<file path="src/rtl/irq_collector.sv">
module irq_collector #(
  parameter logic [2:0] LOGIC_REV   = 3'd5,
  parameter logic [1:0] BOARD_VER   = 2'd2,
  parameter logic [2:0] BOARD_ISSUE = 3'd1,
  parameter int         NSRC        = 16,
  parameter int         NISA        = 11
) (
  input  logic        clk,
  input  logic        rst_n,
  input  logic [2:0]  addr,
  input  logic        rd_en,
  input  logic        wr_en,
  input  logic [15:0] wr_data,
  output logic [15:0] rd_data,
  input  logic [15:0] isa_req,
  input  logic [4:0]  ext_req,
  output logic        irq_summary,
  output logic        rst_dis,
  output logic        cf_reset
);
  localparam int NEXT = NSRC - NISA;
  localparam logic [4*NISA-1:0] LINE_OF_SRC =
    {4'd15, 4'd14, 4'd9, 4'd12, 4'd11, 4'd10, 4'd7, 4'd6, 4'd5, 4'd4, 4'd3};
  localparam logic [7:0] VERSION = {LOGIC_REV, BOARD_VER, BOARD_ISSUE};

  logic [NSRC-1:0] src, src_q, rise, pend, clr, pend_n;
  logic retrig, aclr, pulse;
  logic sel_lo, sel_ctl, sel_hi, sel_ver;

  for (genvar i = 0; i < NISA; i++) begin : g_isa
    assign src[i] = isa_req[LINE_OF_SRC[4*i +: 4]];
  end
  assign src[NSRC-1:NISA] = ext_req[NEXT-1:0];

  assign sel_lo  = addr[2:1] == 2'd0;
  assign sel_ctl = addr[2:1] == 2'd1;
  assign sel_hi  = addr[2:1] == 2'd2;
  assign sel_ver = addr[2:1] == 2'd3;

  assign rise = src & ~src_q;
  assign clr  = {(wr_en && sel_hi) ? wr_data[7:0] : 8'h00,
                 (wr_en && sel_lo) ? wr_data[7:0] : 8'h00}
              | {(rd_en && aclr && sel_hi) ? pend[15:8] : 8'h00,
                 (rd_en && aclr && sel_lo) ? pend[7:0]  : 8'h00};
  assign pend_n = (pend & ~clr) | rise;
  assign pulse  = retrig && (|(rise & ~pend)) && (|(pend & ~clr));

  always_ff @(posedge clk or negedge rst_n) begin
    if (!rst_n) begin
      src_q       <= '0;
      pend        <= '0;
      irq_summary <= 1'b0;
      retrig      <= 1'b0;
      aclr        <= 1'b0;
      rst_dis     <= 1'b0;
      cf_reset    <= 1'b0;
    end else begin
      src_q       <= src;
      pend        <= pend_n;
      irq_summary <= (|pend_n) && !pulse;
      if (wr_en && sel_ctl) begin
        retrig   <= wr_data[0];
        aclr     <= wr_data[1];
        rst_dis  <= wr_data[2];
        cf_reset <= wr_data[3];
      end
    end
  end

  always_comb begin
    rd_data = 16'h0000;
    if (rd_en) begin
      if (sel_lo)  rd_data = {8'h00, pend[7:0]};
      if (sel_hi)  rd_data = {8'h00, pend[15:8]};
      if (sel_ver) rd_data = {8'h00, VERSION};
    end
  end

  logic unused_bits;
  assign unused_bits = ^{addr[0], wr_data[15:8]};
endmodule


</file>
<file path="config.mk">
export PLATFORM = sky130hd
export DESIGN_NAME = irq_collector
export DESIGN_NICKNAME = d
export VERILOG_FILES = /design/src/rtl/irq_collector.sv
export SDC_FILE = /design/constraint.sdc
export NUM_CORES = 1
export LEC_CHECK = 0
export BUFFER_PORTS_ARGS = -buffer_cell sky130_fd_sc_hd__buf_2
export CORE_UTILIZATION = 50
export CTS_CLUSTER_SIZE = 16
export DETAILED_ROUTE_END_ITERATION = 7
export PLACE_DENSITY = 0.8
export SYNTH_ARGS = -nofsm -noshare
export SYNTH_HDL_FRONTEND = slang
export SYNTH_SLANG_ARGS = --single-unit
</file>
<file path="constraint.sdc">
create_clock -name clk -period 1.9 [get_ports clk]
set_input_delay 0.57 -clock clk [delete_from_list [all_inputs] [get_ports clk]]
set_output_delay 0.57 -clock clk [all_outputs]
set_load 0.1 [all_outputs]
</file>
### Yosys cells after proc, flatten, opt, wreduce, memory -nomap -nowiden

Cells that the tools add are included.

| word-level totals | value |
|---|---|
| register bits | 37 |
| bits of input ports | 44 |
| word-level logic and storage cells | 40 |

| operators by class | value |
|---|---|
| equal/unequal tests | 3 |
| mux-type cells | 8 |
| bitwise logic cells | 8 |
| reduce and logical (&&, ||, !) cells | 14 |

Operators by type and width:

| operator | number |
|---|---|
| bitwise AND 16 bit | 3 |
| two-way mux 16 bit | 3 |
| inverter 16 bit | 3 |
| OR reduction 16 bit | 3 |
| two-way mux 8 bit | 5 |
| OR 16 bit | 2 |
| logical AND 1 bit | 9 |
| equality test 2 bit, second input constant | 2 |
| equality test 2 x 1 -> 1 bit, second input constant | 1 |
| logical NOT 2 bit | 1 |
| logical NOT 1 bit | 1 |

### Logic depth before layout (Yosys ltp)

| logic depth | value |
|---|---|
| word-level depth | 10 |
| mapped depth | 7 |
| gate-level depth less buffers | 5 |

### Worst setup path before layout

OpenSTA, ideal clock, no wires.

| timing path | value |
|---|---|
| path type | in2out |
| start point | input port addr[1] |
| end point | output port rd_data[1] |
| arrival | 2,334 ps |
| data required time | 1,330 ps |
| path slack | -1,004 ps |
| stages on the path | 4 |
| path through | clkbuf_1 > buf_2 > nand2b_1 > nor2_1 |

| between the ends | value |
|---|---|
| word-level cells in the longest chain between the ends | 5 |

RTL lines:

| element | RTL line | RTL |
|---|---|---|
| start, declared | 10 | `input logic [2:0] addr,` |
| logical NOT 2 bit | 35 | `assign sel_lo = addr[2:1] == 2'd0;` |
| two-way mux 8 bit | 73 | `if (sel_lo) rd_data = {8'h00, pend[7:0]};` |
| two-way mux 16 bit | 74 | `if (sel_hi) rd_data = {8'h00, pend[15:8]};` |
| two-way mux 16 bit * | 75 | `if (sel_ver) rd_data = {8'h00, VERSION};` |
| two-way mux 16 bit * | 72 | `if (rd_en) begin` |
| end, declared | 14 | `output logic [15:0] rd_data,` |

Every way passes the cells marked *; elsewhere a longest branch is shown, timed or not.

### Worst setup path after layout

| timing path | value |
|---|---|
| start point | input port addr[2] |
| end point | output port rd_data[3] |

Same word-level chain as after synthesis.

==> metrics.yaml <==
status: "completed"
setup_viol: 0
drtIter0Drc: 82
globalplace.congestion: 0.945
synth-edff-count: 0
grt_pass1_wl_mm: 7.71
crit_slowest_cell: "mux2i_4"
grt.overflow.total: 0
synth_warnings: 0
clockRootBuffer: "clkbuf_8"
hold_slack_ns: 0.310
rsz0062_at_grt: "yes"
gr-usage-all-layers_pct: 26.5
ff_latch_area_um2: 926
synth-seq-cells: 37
row_count: 21
clock-sinks: 37
place_ws_ns: -0.118
fin_crit_ns: 1.89
grt_pass1_vias: 1605
r2r_setup_slack_ns: 0.42
diodes: 0
groute.layer.met2.usage_pct: 43.3
worst_r2r_startpoint: "pend[12]"
use_met3_pct: 6.39
cellPowerDensity_nw_per_um2: 859
synthFlopType: "dfrtp_1"
grt_use_met1_pct: 33.1
drc: 0
multi_input_area_um2: 1000
critPathKind: "primary input to primary output"
period_share_pct: 99.4
die-area_um2: 3950
antenna_found_initial: 0
r2r_cells: 5
grt.busiest_layer: "met2"
setup_tns_ns: 0
cpMostUsedCell: "buf_12"
wl_mm: 4.64
cts_tree: "yes"
fin_cells: 283
final_nets: 281
cts.clk_slew.worst_paths_ns: 0.07
io_buffer_count: 40
hold_buffers: 0
worstPathMaxFanout: 8
start_util_pct: 53.7
max_cap_viol_count: 0
dp.cells: 276
hp-class: "primary input to asynchronous set/reset pin"
synthesis.area_um2: 1850
hold_violations: 0
syn_inst: 172
die_y_um: 62.8
layout-drive-gt1-share_pct: 37.6
fill_cells: 232
synth_area_per_cell_um2: 10.8
p_leak_nw: 1.16
arrival_ns: 1.32
startpoint_type: "primary input"
h-tree-depth: 2
antenna_left: 0
grt_max_degree: 38
fp.coreArea_um2: 3440
reg2reg_to: "irq_summary"
num_vias: 1614
ys_async_sr_fraction_pct: 100
clock_latency_ns: 0.29
first_pass_iters: 4
yosysSeqAreaShare_pct: 50.1
ys_types: 32
skew_ns: 0.00581
wl_per_cell_um: 16.4
ios: 63
ir_drop_uv: 536
final_util_pct: 75.6
fmax_mhz: 529
drv_slew: 0
path_cells: "buf_12 > buf_12 > mux2i_4 > nor2_4 > buf_12"
clk_path_buf_depth: 2
cp-end-kind: "primary output"
required_ns: 1.33
vias_per_cell: 5.70
max_stage_delay_ns: 0.19
cts_inserted_buffers: 5
die_width_um: 62.8
area_delta_synth_final_pct: 40.7
post-dp-hpwl_mm: 3.62
fin_ws_ns: 0.0110
[registers in the layout (all words and copies together), names as in the netlist]
name	count
aclr	1
retrig	1
src_q	16
pend	16
rst_dis	1
cf_reset	1
irq_summary	1
[worst max-delay path: cells and delay by family]
family	cells	cell delay (ns)
buffers and inverters	3	0.43
AND/OR/NAND/NOR	1	0.11
multiplexers	1	0.19
[worst max path at each step]
stage,from,endpoint,slack (ns),cells after the start
after floorplan,addr[2],rd_data[1],-0.16,4
after global placement,addr[1],rd_data[5],-0.1,4
after detailed placement,addr[1],rd_data[5],-0.12,4
after CTS,addr[2],rd_data[3],0.002,5
after global routing,addr[2],rd_data[3],-0.01,5
final,addr[2],rd_data[3],0.01,5
[report_power, final]
group	leakage [nW]	total (mW)	internal (mW)	switching, mW
Sequential	0.409	0.973	0.877	0.0959
Clock	0.0412	0.523	0.254	0.269
Combinational	0.709	0.740	0.262	0.477
[Yosys cell counts, types with 2 or more instances]
| master | n | area [um2] |
|---|---|---|
| and4_1 | 2 | 17.5 |
| mux2_1 | 4 | 45.0 |
| nand2b_1 | 18 | 113 |
| nand4_1 | 4 | 25.0 |
| nand4b_1 | 6 | 52.6 |
| nand2_1 | 17 | 63.8 |
| o21ai_1 | 16 | 80.1 |
| dfrtp_1 | 37 | 926 |
| buf_6 | 2 | 22.5 |
| mux2i_1 | 5 | 50.1 |
| nor2_1 | 8 | 30.0 |
| buf_4 | 8 | 60.1 |
| nand4bb_1 | 7 | 78.8 |
| o21ai_0 | 2 | 10.0 |
| a22oi_1 | 4 | 30.0 |
| o221a_1 | 3 | 33.8 |
| buf_2 | 2 | 10.0 |
| nor2b_1 | 4 | 25.0 |
| or3b_1 | 3 | 26.3 |
| o22ai_1 | 7 | 43.8 |
| a222oi_1 | 2 | 20.0 |
[metrics by stage]
step / area (um2) / total power, mW
after CTS: 2580 / 2.23
after detailed placement: 2430 / 1.68
after global placement: 2430 / 1.66
after global routing: 2600 / 2.33
final: 2600 / 2.24
after floorplan: 1980 / 1.45
[per-layer routing]
layer / wire [um] / vias up
li1: - / 747
met1: 1990 / 779
met2: 2270 / 74
met5: 0 / -
met4: 116 / 0
met3: 266 / 14
[layout make-up]
cell class | count | area share [%]
Timing Repair Buffer | 64 | 20.5
Tap cell | 46 | 2.21
Sequential cell | 37 | 35.6
Inverter | 1 | 0.144
Multi-Input combinational cell | 128 | 38.4
Clock inverter | 1 | 0.337
Clock buffer | 6 | 2.79
[what timing repair did]
item,in CTS,in global routing
pin swaps,3,1
buffers inserted,0,1
gates resized for setup,16,6
endpoints found under the hold margin,0,0
setup endpoints to repair,8,8
[logic make-up (layout without fill, tap and decap cells)]
logic type | after synthesis | in the layout | share of synthesized area [%]
AND/OR/NAND/NOR | 74 | 74 | 26.0
AO/OA/AOI/OAI | 37 | 37 | 13.2
flip-flops | 37 | 37 | 50.1
buffers and inverters | 14 | 72 | 5.41
multiplexers | 9 | 9 | 5.14
other | 1 | 8 | 0.203
[cells in the final DEF (no fill, tap or decap), types with 5 or more instances in the layout]
cell type and n:
dfrtp_1 37, buf_2 30, buf_4 23, nand2_1 17, nand2b_1 16, o21ai_1 16, buf_12 10, conb_1 8
nand4bb_1 7, o22ai_1 7, nand4b_1 6, clkbuf_8 5
Note: power is estimated with default switching activity, not from simulation.
